`src/rtl/meas_seq_pkg.sv`:
```
`timescale 1ns/1ps
package meas_seq_pkg;

  typedef enum logic [2:0] {
    ST_IDLE  = 3'd0,
    ST_CLEAR = 3'd1,
    ST_ARM   = 3'd2,
    ST_GATE  = 3'd3,
    ST_HOLD  = 3'd4
  } seq_state_t;

  typedef enum logic [1:0] {
    MD_FREQ   = 2'd0,
    MD_RATIO  = 2'd1,
    MD_EVENTS = 2'd2,
    MD_SPARE  = 2'd3
  } meas_mode_t;

  // number of finite hold choices; selects at or above this are infinite
  localparam int HOLD_CHOICES = 6;

  function automatic int pow10(input int e);
    int r;
    r = 1;
    for (int i = 0; i < e; i++) r = r * 10;
    return r;
  endfunction

  // 1-2-5 hold multipliers in units of HOLD_UNIT_MS
  function automatic int hold_mult(input int sel);
    case (sel)
      0:       return 1;
      1:       return 2;
      2:       return 5;
      3:       return 10;
      4:       return 20;
      default: return 50;
    endcase
  endfunction

  function automatic int max_int(input int a, input int b);
    return (a > b) ? a : b;
  endfunction

endpackage

```
`src/rtl/meas_seq_rst_sync.sv`:
```
`timescale 1ns/1ps
module meas_seq_rst_sync (
  input  logic clk,
  input  logic rst_n_in,
  output logic rst_n_out
);
  logic meta_q;
  logic sync_q;

  always_ff @(posedge clk or negedge rst_n_in) begin
    if (!rst_n_in) begin
      meta_q <= 1'b0;
      sync_q <= 1'b0;
    end else begin
      meta_q <= 1'b1;
      sync_q <= meta_q;
    end
  end

  assign rst_n_out = sync_q;
endmodule

```
`src/rtl/meas_seq_sync.sv`:
```
`timescale 1ns/1ps
module meas_seq_sync #(
  parameter int WIDTH  = 2,
  parameter int STAGES = 2
) (
  input  logic             clk,
  input  logic             rst_n,
  input  logic [WIDTH-1:0] d_async,
  output logic [WIDTH-1:0] d_sync
);
  logic [WIDTH-1:0] stage_q [STAGES];

  always_ff @(posedge clk or negedge rst_n) begin
    if (!rst_n) stage_q[0] <= '0;
    else        stage_q[0] <= d_async;
  end

  for (genvar s = 1; s < STAGES; s++) begin : g_stage
    always_ff @(posedge clk or negedge rst_n) begin
      if (!rst_n) stage_q[s] <= '0;
      else        stage_q[s] <= stage_q[s-1];
    end
  end

  assign d_sync = stage_q[STAGES-1];
endmodule

```
`src/rtl/meas_seq_timebase.sv`:
```
`timescale 1ns/1ps
module meas_seq_timebase #(
  parameter int MS_DIV = 1000
) (
  input  logic clk,
  input  logic rst_n,
  input  logic int_tick,
  input  logic ext_tick,
  input  logic ext_sel,
  input  logic restart,
  output logic ms_pulse
);
  localparam int PRE_W = (MS_DIV > 1) ? $clog2(MS_DIV) : 1;
  localparam logic [PRE_W-1:0] PRE_LAST = PRE_W'(MS_DIV - 1);

  logic             ref_tick;
  logic [PRE_W-1:0] pre_q;
  logic [PRE_W-1:0] pre_d;
  logic             pre_en;

  assign ref_tick = ext_sel ? ext_tick : int_tick;
  assign ms_pulse = ref_tick && (pre_q == PRE_LAST);

  // clock enable: only on a tick or a phase restart
  assign pre_en = restart || ref_tick;

  always_comb begin
    pre_d = pre_q;
    if (restart)       pre_d = '0;
    else if (ms_pulse) pre_d = '0;
    else               pre_d = pre_q + 1'b1;
  end

  always_ff @(posedge clk or negedge rst_n) begin
    if (!rst_n)      pre_q <= '0;
    else if (pre_en) pre_q <= pre_d;
  end
endmodule

```
`src/rtl/meas_seq_ctrl.sv`:
```
`timescale 1ns/1ps
module meas_seq_ctrl
  import meas_seq_pkg::*;
#(
  parameter int GATE_DECADES = 5,
  parameter int HOLD_UNIT_MS = 100,
  parameter int CNT_W        = 14
) (
  input  logic       clk,
  input  logic       rst_n,
  input  logic [1:0] mode_sel,
  input  logic [2:0] gate_sel,
  input  logic [2:0] hold_sel,
  input  logic       ms_pulse,
  input  logic       b_tick,
  input  logic       gate_lvl,
  input  logic       man_reset,
  output logic       restart,
  output logic       gate_open,
  output logic       clr_out,
  output logic       valid_out
);
  localparam int GIDX_W = (GATE_DECADES > 1) ? $clog2(GATE_DECADES) : 1;
  localparam int HIDX_W = $clog2(HOLD_CHOICES);

  seq_state_t       state_q, state_d;
  logic [CNT_W-1:0] cnt_q, cnt_d;
  logic             valid_q, valid_d;

  logic [CNT_W-1:0] gate_lut [GATE_DECADES];
  logic [CNT_W-1:0] hold_lut [HOLD_CHOICES];

  for (genvar g = 0; g < GATE_DECADES; g++) begin : g_gate_lut
    assign gate_lut[g] = CNT_W'(pow10(g));
  end
  for (genvar h = 0; h < HOLD_CHOICES; h++) begin : g_hold_lut
    assign hold_lut[h] = CNT_W'(hold_mult(h) * HOLD_UNIT_MS);
  end

  logic [GIDX_W-1:0] gate_idx;
  logic [HIDX_W-1:0] hold_idx;
  logic [CNT_W-1:0]  gate_tgt, hold_tgt;
  logic              hold_inf;
  logic              is_events, is_ratio;
  logic              step, gate_done, hold_done;

  always_comb begin
    if (int'(gate_sel) >= GATE_DECADES) gate_idx = GIDX_W'(GATE_DECADES - 1);
    else                                gate_idx = GIDX_W'(gate_sel);
    hold_inf = (int'(hold_sel) >= HOLD_CHOICES);
    hold_idx = hold_inf ? '0 : HIDX_W'(hold_sel);
  end

  assign gate_tgt  = gate_lut[gate_idx];
  assign hold_tgt  = hold_lut[hold_idx];
  assign is_events = (mode_sel == MD_EVENTS);
  assign is_ratio  = (mode_sel == MD_RATIO);
  assign step      = is_ratio ? b_tick : ms_pulse;
  assign gate_done = step && (cnt_q == gate_tgt - 1'b1);
  assign hold_done = ms_pulse && !hold_inf && (cnt_q == hold_tgt - 1'b1);

  // next-state logic
  always_comb begin
    state_d = state_q;
    cnt_d   = cnt_q;
    unique case (state_q)
      ST_IDLE:  state_d = ST_CLEAR;
      ST_CLEAR: state_d = is_events ? ST_ARM : ST_GATE;
      ST_ARM:   if (gate_lvl) state_d = ST_GATE;
      ST_GATE: begin
        if (is_events) begin
          if (!gate_lvl) state_d = ST_HOLD;
        end else if (gate_done) begin
          state_d = ST_HOLD;
        end else if (step) begin
          cnt_d = cnt_q + 1'b1;
        end
      end
      ST_HOLD: begin
        if (hold_done)                 state_d = ST_CLEAR;
        else if (ms_pulse && !hold_inf) cnt_d = cnt_q + 1'b1;
      end
      default: state_d = ST_IDLE;
    endcase
    if (man_reset) state_d = ST_CLEAR;
    if (state_d != state_q) cnt_d = '0;
    valid_d = (state_q == ST_GATE) && (state_d == ST_HOLD);
  end

  always_ff @(posedge clk or negedge rst_n) begin
    if (!rst_n) begin
      state_q <= ST_IDLE;
      cnt_q   <= '0;
      valid_q <= 1'b0;
    end else begin
      state_q <= state_d;
      cnt_q   <= cnt_d;
      valid_q <= valid_d;
    end
  end

  assign restart   = (state_d != state_q);
  assign gate_open = (state_q == ST_GATE);
  assign clr_out   = (state_q == ST_CLEAR);
  assign valid_out = valid_q;
endmodule

```
`src/rtl/meas_seq.sv`:
```
`timescale 1ns/1ps
module meas_seq
  import meas_seq_pkg::*;
#(
  parameter int MS_DIV       = 1000,
  parameter int GATE_DECADES = 5,
  parameter int HOLD_UNIT_MS = 100,
  parameter int SYNC_STAGES  = 2
) (
  input  logic       clk,
  input  logic       rst_n,
  input  logic       ref_int_tick,
  input  logic       ref_ext_tick,
  input  logic       ref_ext_sel,
  input  logic [1:0] mode_sel,
  input  logic [2:0] gate_sel,
  input  logic [2:0] hold_sel,
  input  logic       chan_b_tick,
  input  logic       gate_ext_sel,
  input  logic       ext_gate,
  input  logic       man_gate,
  input  logic       man_reset,
  output logic       count_en,
  output logic       count_clr,
  output logic       result_valid,
  output logic       gate_mon
);
  localparam int MAX_GATE = pow10(GATE_DECADES - 1);
  localparam int MAX_HOLD = hold_mult(HOLD_CHOICES - 1) * HOLD_UNIT_MS;
  localparam int CNT_W    = $clog2(max_int(MAX_GATE, MAX_HOLD) + 1);

  logic       rst_q_n;
  logic [1:0] gate_sync;
  logic       gate_lvl;
  logic       ms_pulse;
  logic       restart;
  logic       gate_open;

  meas_seq_rst_sync u_rst (
    .clk       (clk),
    .rst_n_in  (rst_n),
    .rst_n_out (rst_q_n)
  );

  meas_seq_sync #(.WIDTH(2), .STAGES(SYNC_STAGES)) u_gsync (
    .clk     (clk),
    .rst_n   (rst_q_n),
    .d_async ({ext_gate, man_gate}),
    .d_sync  (gate_sync)
  );

  assign gate_lvl = gate_ext_sel ? gate_sync[1] : gate_sync[0];

  meas_seq_timebase #(.MS_DIV(MS_DIV)) u_tb (
    .clk      (clk),
    .rst_n    (rst_q_n),
    .int_tick (ref_int_tick),
    .ext_tick (ref_ext_tick),
    .ext_sel  (ref_ext_sel),
    .restart  (restart),
    .ms_pulse (ms_pulse)
  );

  meas_seq_ctrl #(
    .GATE_DECADES (GATE_DECADES),
    .HOLD_UNIT_MS (HOLD_UNIT_MS),
    .CNT_W        (CNT_W)
  ) u_ctrl (
    .clk       (clk),
    .rst_n     (rst_q_n),
    .mode_sel  (mode_sel),
    .gate_sel  (gate_sel),
    .hold_sel  (hold_sel),
    .ms_pulse  (ms_pulse),
    .b_tick    (chan_b_tick),
    .gate_lvl  (gate_lvl),
    .man_reset (man_reset),
    .restart   (restart),
    .gate_open (gate_open),
    .clr_out   (count_clr),
    .valid_out (result_valid)
  );

  assign count_en = gate_open;
  assign gate_mon = gate_open;
endmodule

```
`config.mk`:
```
export PLATFORM = sky130hd
export DESIGN_NAME = meas_seq
export DESIGN_NICKNAME = d
export VERILOG_FILES = /design/src/rtl/meas_seq_pkg.sv /design/src/rtl/meas_seq_rst_sync.sv /design/src/rtl/meas_seq_sync.sv /design/src/rtl/meas_seq_timebase.sv /design/src/rtl/meas_seq_ctrl.sv /design/src/rtl/meas_seq.sv
export SDC_FILE = /design/constraint.sdc
export NUM_CORES = 1
export LEC_CHECK = 0
export BUFFER_PORTS_ARGS = -buffer_cell sky130_fd_sc_hd__buf_2
export CORE_MARGIN = 2
export CORE_UTILIZATION = 40
export CTS_CLUSTER_SIZE = 14
export DETAILED_ROUTE_END_ITERATION = 16
export GPL_ROUTABILITY_DRIVEN = 0
export PLACE_DENSITY_LB_ADDON = 0.15
export SLEW_MARGIN = 20
export SYNTH_ARGS = -nofsm -noshare
export SYNTH_HDL_FRONTEND = slang
export SYNTH_HIERARCHICAL = 1
export SYNTH_SLANG_ARGS = --single-unit
export TNS_END_PERCENT = 1
```
`constraint.sdc`:
```
create_clock -name clk -period 2.35 [get_ports clk]
set_input_delay 0.1175 -clock clk [delete_from_list [all_inputs] [get_ports clk]]
set_output_delay 0.1175 -clock clk [all_outputs]
set_load 0.02 [all_outputs]
```
==> results.toml, run 1 <==
[outcome]
status = "finished with violations"
violations = "setup timing"

[global_routing]
grt_max_degree = 27
overflow = 0
grt_pass1_vias = 1988
grt_pass1_wl_um = 9197
antenna_found_initial = 0
track_usage_pct = 17.98

[pwr]
combPwrFrac_pct = 15.3
p_sw_mw = 0.3547
switching_share_pct = 23.52
clockPowerShare_pct = 44.0
intPower_mw = 1.153
power_density_mw_per_mm2 = 505.0
leakage_nw = 1.287
p_seq_share_pct = 40.7
vdd_drop_max_uv = 264.4

[floorplan]
dieHeight_um = 81.05
coreArea_mm2 = 0.005816
ios = 22
initial_core_util_pct = 40.83
dieArea_mm2 = 0.006569
die_w_um = 81.05
std_cell_rows = 28

[logic_synthesis]
seq_area_frac_synth_pct = 35.83
syn-cell-area_mm2 = 0.002375
synth_async_sr_flop_share_pct = 100.0
synth_top_flop_cell = "dfrtp_1"
synth_top_area_cell = "dfrtp_1"
synth_cell_types = 60
avgSynthCellArea_um2 = 9.099
synthCells = 261
synth_enable_flop_cells = 0
ys_warn_count = 6
ys_ff_latch = 34
synthTopCellsByArea = "dfrtp_1 (36%), xor2_1 (4.1%), nor2_1 (4.0%), a21oi_1 (3.2%), or3_1 (2.6%)"
syn_nets = 282
synth_top_area_share_pct = 35.83

[worst_setup_path]
crit_required_ns = 2.52
cp_max_fo = 26
r2r_end = "u_ctrl/cnt_q[1]"
endpoint_kind = "register"
r2r-start = "u_tb/pre_q[0]"
cp.arrival_ns = 2.59
r2r_cells = 12
setup.worst_path.class = "reg2reg"
rrSetupSlack_ns = -0.07
critPathLaunchType = "register"

[place]
port_buffers = 21
dp_slack_ns = -0.3087
place_inst = 378
dp_hpwl_um = 4048

[cells_and_area]
syn2layout_area_growth_pct = 25.76
final_cells = 391
final.fill_count = 561
utilization_pct = 51.36
drive_above_1_share_pct = 32.28
layout_common_cells = "buf_4 (43), dfrtp_1 (34), nor2_1 (25)"
final_nets = 336
final_common_cell = "buf_4"
antenna_cells = 0

[cts]
cts_root_buf = "clkbuf_8"
path_clk_slew_ns = 0.07
insertion_delay_ns = 0.28
cts_tree = "yes"
clockBufferDepth = 2
numCtsBuffers = 5
clock_sinks = 34
htree_levels = 2

[route]
drt-total-wl_um = 5366
ant_nets = 0
dr.pass1.iters = 4
drc_errors = 0
drt-initial-drc-count = 85
via_count = 2123
vias_per_cell = 5.430
wl_per_cell_um = 13.72

[worst_hold_path]
min_to = "u_ctrl/valid_out"
hp-class = "in2reg"
hold_depth = 2
hold_start = "man_reset"

[flow_run]
drv_cap = 0

[timing]
max_slew.worst_pin.slew_ns = 0.7634
max_freq_mhz = 413.6
max_slew_margin_pct = 49.11
setup_viol_count_final = 21
min_period_ns = 2.418
drv_slew = 0
hold_viol = 0
rsz0062_at_grt = "yes"
skew_ns = 0.004871
min_period_over_period_pct = 102.9
layout_setup_ws_ns = -0.06764
-- synthesized netlist by cell type, drive strengths merged, types with 4 or more instances --
cell	instances
dfrtp	34
nor2	26
a21oi	20
buf	19
nand2	15
o21ai	11
xor2	11
or3	10
nand4	9
nor3	7
inv	6
mux2i	6
nor2b	6
o211ai	6
and2	5
nand3	5
o31ai	5
or4	5
and3	4
-- power groups by stage --
| stage | combinational (mW) | sequential (mW) | clock (mW) |
|---|---|---|---|
| 3_5_place_dp | 0.218 | 0.626 | 0 |
| 6_report | 0.231 | 0.614 | 0.664 |
| 3_3_place_gp | 0.216 | 0.626 | 0 |
| 2_1_floorplan | 0.151 | 0.626 | 0 |
| 5_1_grt | 0.253 | 0.616 | 0.712 |
| 4_1_cts | 0.232 | 0.614 | 0.685 |
-- metrics by stage --
step	area (um^2)	total power, mW	TNS [ns]	hold WS [ns]
finish	2987	1.508	-0.8509	0.1089
global route	2987	1.582	-5.143	0.09568
CTS	2983	1.531	-1.308	0.09370
detailed placement	2779	0.8443	-4.085	-0.09182
global placement	2779	0.8413	-3.710	-0.09343
floorplan	2405	0.7773	-2.183	-0.1781
-- worst max-delay path: stages, from the launching register on --
cell	delay [ns]
dfrtp_1	0.36
ha_2	0.17
and4bb_2	0.23
nand4_1	0.14
inv_2	0.13
nand4_1	0.09
nor4b_2	0.22
nand4_1	0.14
buf_4	0.18
a22oi_4	0.18
buf_12	0.18
mux2i_1	0.23
nor2_2	0.04
-- sequential cells by signal, indices dropped and copies added (netlist names) --
register / count
u_ctrl/cnt_q: 14
u_ctrl/state_q: 3
u_ctrl/valid_out: 1
u_gsync/d_sync: 2
u_gsync/stage_q: 2
u_rst/meta_q: 1
u_rst/rst_n_out: 1
u_tb/pre_q: 10
-- cell type report --
type / count / area, um^2 / share of cell area [%]
Clock inverter: 2 / 60.06 / 2.011
Timing Repair Buffer: 68 / 478.0 / 16.00
Sequential cell: 34 / 850.8 / 28.49
Inverter: 6 / 22.52 / 0.7541
Clock buffer: 6 / 82.58 / 2.765
Multi-Input combinational cell: 200 / 1399 / 46.84
Tap cell: 75 / 93.84 / 3.142
-- logic make-up (layout without fill, tap and decap cells) --
| kind of cell | Yosys count | in the layout | share of synthesized area [%] |
|---|---|---|---|
| and+or+nand+nor | 109 | 109 | 25.76 |
| AOI/OAI and AO/OA | 65 | 65 | 20.76 |
| DFF | 34 | 34 | 35.83 |
| buffers and inverters | 27 | 82 | 6.955 |
| xor gates and xnor gates | 14 | 14 | 5.163 |
| muxes | 8 | 8 | 3.794 |
| adders and majority gates | 3 | 3 | 1.581 |
| other | 1 | 1 | 0.1579 |
-- routing by layer --
layer	GRT usage (%)	vias up	part of all wire, %
li1	-	1065	-
met1	24.76	1024	51
met2	28.68	30	46
met3	4.000	4	2.9
met4	4.576	0	0.76
met5	0	-	0
-- timing repair --
| action | CTS | global route |
|---|---|---|
| endpoints found under the setup margin | 24 | 24 |
| buffers inserted | 2 | 0 |
| resized for setup | 4 | 1 |
| hold endpoints to repair | 4 | 0 |
| hold buffers | 3 | 0 |
| pin swaps | 12 | 4 |
| cloned | 0 | 0 |
-- how the worst max path moves through the flow --
| stage | startpoint | to | slack [ns] | depth (start not counted) |
|---|---|---|---|---|
| 6_report | u_tb/pre_q[0] | u_ctrl/cnt_q[1] | -0.07 | 12 |
| 5_1_grt | u_tb/pre_q[1] | u_tb/pre_q[7] | -0.28 | 12 |
| 4_1_cts | u_tb/pre_q[1] | u_ctrl/cnt_q[1] | -0.09 | 12 |
| 3_5_place_dp | gate_sel[1] | u_tb/pre_q[7] | -0.31 | 12 |
| 3_3_place_gp | gate_sel[1] | u_tb/pre_q[7] | -0.27 | 12 |
| 2_1_floorplan | u_tb/pre_q[0] | u_tb/pre_q[7] | -0.38 | 14 |
No activity file was read; power rests on OpenSTA's default activity.
==> inputs of run 2 (changes only) <==
- CORE_UTILIZATION: 40 -> 45
==> run 2 against run 1 <==
The run still ends with setup timing left. Fmax is 2.5% lower. Sequential cell count stayed put. Sequential share of layout area is 0.82 points higher. Worst setup slack worse by 0.063 ns. Hold slack worse by 0.012 ns. Combinational power is 3% lower. Non-clock buffer count is 6 lower. Clock power is 25% lower. Die area is 11% lower. Clock skew is 0.0012 ns higher. Critical path depth is 1 lower. Design area is 2.8% lower. Critical path type unchanged. Critical endpoint is now u_tb/pre_q[8]. Largest power group is now registers.
==> results.toml, run 2 (synthesis gave the netlist of run 1 again) <==
[outcome]
status = "finished with violations"
violations = "setup timing"

[cells_and_area]
final.fill_count = 464
layout_common_cells = "buf_4 (36), dfrtp_1 (34), nor2_1 (25)"
utilization_pct = 56.83
syn2layout_area_growth_pct = 22.23
top_register = "u_ctrl/cnt_q"
drive_above_1_share_pct = 30.65
final_common_cell = "buf_4"
reg.largest.list = "u_ctrl/cnt_q x14, u_tb/pre_q x10, u_ctrl/state_q x3"
largest_register_ffs = 14
final_nets = 330
final_cells = 380
antenna_cells = 0

[cts]
cts_tree = "yes"
path_clk_slew_ns = 0.07
insertion_delay_ns = 0.28
numCtsBuffers = 5
cts_setup_buffers = 0
clock_sinks = 34
clockBufferDepth = 2
htree_levels = 2
cts_root_buf = "clkbuf_8"

[worst_hold_path]
hp-class = "in2reg"
hold_depth = 2
hold_start = "man_reset"

[place]
dp_hpwl_um = 3699
port_buffers = 21
place_inst = 369

[pwr]
combPwrFrac_pct = 16.9
leakage_nw = 1.250
intPower_mw = 0.9910
p_sw_mw = 0.3406
power_density_mw_per_mm2 = 458.7
switching_share_pct = 25.58
p_seq_share_pct = 45.7
vdd_drop_max_uv = 272.1
clockPowerShare_pct = 37.4

[worst_setup_path]
r2r_cells = 11
endpoint_kind = "register"
r2r-start = "u_tb/pre_q[0]"
cp.arrival_ns = 2.65
setup.worst_path.class = "reg2reg"
crit_start = "u_tb/pre_q[0]"
crit_required_ns = 2.52
critPathLaunchType = "register"
cp_max_fo = 8

[route]
drc_errors = 0
via_count = 2063
dr.pass1.iters = 4
wl_per_cell_um = 13.03
drt-initial-drc-count = 83
vias_per_cell = 5.429
ant_nets = 0
drt-total-wl_um = 4951

[global_routing]
grt_pass1_vias = 1834
antenna_found_initial = 0
grt_max_degree = 33
track_usage_pct = 17.92
grt_pass1_wl_um = 8583
overflow = 0

[floorplan]
dieHeight_um = 76.65
initial_core_util_pct = 46.50
coreArea_mm2 = 0.005107
std_cell_rows = 26
ios = 22
die_w_um = 76.65
dieArea_mm2 = 0.005874

[timing]
hold_viol = 0
min_period_over_period_pct = 105.6
hold_ws_ns = 0.09689
layout_setup_ws_ns = -0.1304
drv_slew = 0
max_freq_mhz = 403.2
skew_ns = 0.006084
setup_viol_count_final = 20
rsz0062_at_grt = "yes"
totalNegativeSetupSlack_ns = -1.105
min_period_ns = 2.480

[flow_run]
drv_cap = 0
[run 2: changes by cell type in the layout (fill, tap and decap cells not counted), sizes merged]
cell    before  now
buf         65   59
bufinv       2    0
clkbuf       6    8
[run 2: final timing paths]
kind	end	slack, ns
max	u_tb/pre_q[8]	-0.13
min	u_ctrl/valid_out	0.1
min reg2reg	u_tb/pre_q[2]	0.26
max in group asynchronous	u_tb/pre_q[9]	1.80
max reg2reg	u_tb/pre_q[8]	-0.13
min in group asynchronous	u_rst/meta_q	0.14
[run 2: final cells by class]
| class | count | area, um^2 | share of cell area (%) |
|---|---|---|---|
| repair buffers | 62 | 436.7 | 15.04 |
| well taps | 70 | 87.58 | 3.017 |
| flip-flops and latches | 34 | 850.8 | 29.31 |
| multi-input cells | 200 | 1395 | 48.06 |
| clock buffers | 8 | 110.1 | 3.793 |
| inverters | 6 | 22.52 | 0.7759 |
[run 2: power by group through the flow]
stage / clock [mW] / sequential, mW / combinational (mW)
after global placement: 0 / 0.619 / 0.218
after global routing: 0.545 / 0.611 / 0.250
final: 0.498 / 0.608 / 0.225
after floorplan: 0 / 0.626 / 0.151
after CTS: 0.521 / 0.608 / 0.226
after detailed placement: 0 / 0.619 / 0.219
[run 2: stage by stage]
| step | worst slack, ns | instance area (um^2) | power (mW) |
|---|---|---|---|
| 6_report | -0.1304 | 2903 | 1.332 |
| 2_1_floorplan | -0.3783 | 2405 | 0.7773 |
| 4_1_cts | -0.1234 | 2895 | 1.355 |
| 3_5_place_dp | -0.3001 | 2743 | 0.8384 |
| 3_3_place_gp | -0.2746 | 2743 | 0.8375 |
| 5_1_grt | -0.4010 | 2903 | 1.406 |
[run 2: critical path: stages, from the launching register on]
cell       delay, ns
dfrtp_1         0.40
ha_2            0.18
and4bb_2        0.23
nand4_1         0.12
inv_2           0.07
and3_1          0.19
o2111ai_1       0.20
o21ai_1         0.12
o31a_2          0.40
o211ai_2        0.22
xor2_1          0.17
nor2_1          0.05
[run 2: what timing repair did]
item / in CTS / in global routing
pin swaps: 14 / 2
hold endpoints to repair: 4 / 0
setup endpoints to repair: 24 / 25
gates resized for setup: 4 / 1
hold buffers: 3 / 0
[run 2: metal layers]
metal | part of all wire (%) | GRT usage, % | routed length (um)
met1 | 51 | 26.02 | 2512
met4 | 0.50 | 4.364 | 25
met3 | 3.5 | 3.555 | 171
met5 | 0 | 0 | 0
met2 | 45 | 27.52 | 2241
==> inputs of run 3 (changes only) <==
- PLACE_DENSITY_LB_ADDON: 0.15 -> unset
- clock period: 2.35 -> 2.87 ns (I/O delays scaled with it)
==> run 3 against run 2 <==
The run now ends clean. Highest routed layer unchanged. Fmax decreased by 5.5%. Wire length is 1.2% lower. Critical path type unchanged. Clock-buffer cell count down 3. Hold slack improved by 0.026 ns. Clock power shrank 12%. Critical endpoint is now u_tb/pre_q[7].
==> results.toml, run 3 (synthesis gave the netlist of run 1 again) <==
[outcome]
status = "finished clean"

[floorplan]
std_cell_rows = 26
coreArea_mm2 = 0.005107
die_w_um = 76.65
ios = 22
dieHeight_um = 76.65
dieArea_mm2 = 0.005874
initial_core_util_pct = 46.50

[timing]
layout_setup_ws_ns = 0.2449
hold_viol = 0
skew_ns = 0.005788
min_period_ns = 2.625
setup_viol_count_final = 0
max_freq_mhz = 380.9
drv_slew = 0
min_period_over_period_pct = 91.47
hold_ws_ns = 0.1232
totalNegativeSetupSlack_ns = 0
rsz0062_at_grt = "no"

[global_routing]
antenna_found_initial = 0
grt_pass1_vias = 1790
grt_pass1_wl_um = 8328
overflow = 0
track_usage_pct = 17.53
grt_max_degree = 33

[pwr]
vdd_drop_max_uv = 257.9
leakage_nw = 1.106
power_density_mw_per_mm2 = 412.9
power.total_mw = 1.104

[worst_setup_path]
cp_max_fo = 10
setup.worst_path.class = "reg2reg"
endpoint_kind = "register"
crit_required_ns = 3.05
critPathLaunchType = "register"
cp.arrival_ns = 2.80

[place]
dp_slack_ns = 0.06728
dp_hpwl_um = 3506
port_buffers = 21
place_area_mm2 = 0.002530

[route]
drc_errors = 0
drt-total-wl_um = 4891
dr.pass1.iters = 4
wl_per_cell_um = 13.82
vias_per_cell = 5.531
ant_nets = 0
via_count = 1958
drt-initial-drc-count = 57

[cells_and_area]
antenna_cells = 0
largest_register_ffs = 14
reg.largest.list = "u_ctrl/cnt_q x14, u_tb/pre_q x10, u_ctrl/state_q x3"
syn2layout_area_growth_pct = 12.59
final_nets = 304
final.fill_count = 510
layout_common_cells = "dfrtp_1 (34), nor2_1 (25), buf_2 (21)"
final_common_cell = "dfrtp_1"
fin_area_mm2 = 0.002674
drive_above_1_share_pct = 22.18
top_register = "u_ctrl/cnt_q"

[cts]
numCtsBuffers = 5
clockBufferDepth = 2
cts.repair.resized = 0
insertion_delay_ns = 0.29
clock_sinks = 34
htree_levels = 2
path_clk_slew_ns = 0.07
cts_setup_buffers = 0
cts_root_buf = "clkbuf_8"
cts_tree = "yes"

[worst_hold_path]
hp-class = "in2reg"

[flow_run]
drv_cap = 0
-- run 3: metrics by stage --
| step | cells | utilization, % |
|---|---|---|
| 5_1_grt | 354 | 52.35 |
| 6_report | 354 | 52.35 |
| 3_5_place_dp | 343 | 49.53 |
| 2_1_floorplan | 261 | - |
| 4_1_cts | 354 | 52.35 |
| 3_3_place_gp | 343 | 49.53 |
-- run 3: worst paths after layout --
| kind | startpoint | endpoint | slack [ns] | cells after the start |
|---|---|---|---|---|
| worst max-delay path | u_tb/pre_q[0] | u_tb/pre_q[7] | 0.24 | 12 |
| worst min register to register | u_rst/rst_n_out | u_tb/pre_q[9] | 0.26 | 1 |
| max in group asynchronous | u_rst/rst_n_out | u_ctrl/cnt_q[4] | 2.32 | 1 |
| worst max register to register | u_tb/pre_q[0] | u_tb/pre_q[7] | 0.24 | 12 |
| worst min-delay path | man_reset | u_ctrl/state_q[2] | 0.12 | 2 |
| min in group asynchronous | rst_n | u_rst/meta_q | 0.16 | 2 |
-- run 3: cell type report --
| class | count | area [um^2] | area share, % |
|---|---|---|---|
| sequential | 34 | 850.8 | 31.82 |
| clock buffer | 5 | 68.82 | 2.574 |
| inverter | 6 | 22.52 | 0.8423 |
| timing repair buffer | 36 | 237.7 | 8.891 |
| multi-input combinational | 200 | 1361 | 50.91 |
| tap | 70 | 87.58 | 3.276 |
| clock inverter | 3 | 45.04 | 1.685 |
-- run 3: layer usage --
layer / wire length (um) / part of all wire, % / track usage [%] / vias to the layer above
met3: 114 / 2.3 / 3.199 / 5
li1: - / - / - / 998
met5: 0 / 0 / 0 / -
met4: 50 / 1.0 / 6.000 / 0
met1: 2566 / 52 / 24.39 / 931
met2: 2160 / 44 / 27.52 / 24
-- run 3: what timing repair did --
item,CTS,global route
hold endpoints to repair,4,0
endpoints found under the setup margin,0,1
hold buffers,3,0
-- run 3: worst max-delay path: stages, from the launching register on --
cell,delay (ns)
dfrtp_1,0.41
ha_1,0.23
and4bb_2,0.24
nand4_1,0.12
inv_1,0.10
mux2i_1,0.14
nor2_1,0.07
o2111ai_1,0.22
o21ai_1,0.12
o31a_2,0.41
o2111ai_2,0.23
xor2_1,0.17
nor2_1,0.05
-- run 3: power by group --
| group | switching [mW] | internal (mW) |
|---|---|---|
| clock | 0.181 | 0.258 |
| combinational | 0.101 | 0.0647 |
| sequential | 0.00890 | 0.490 |
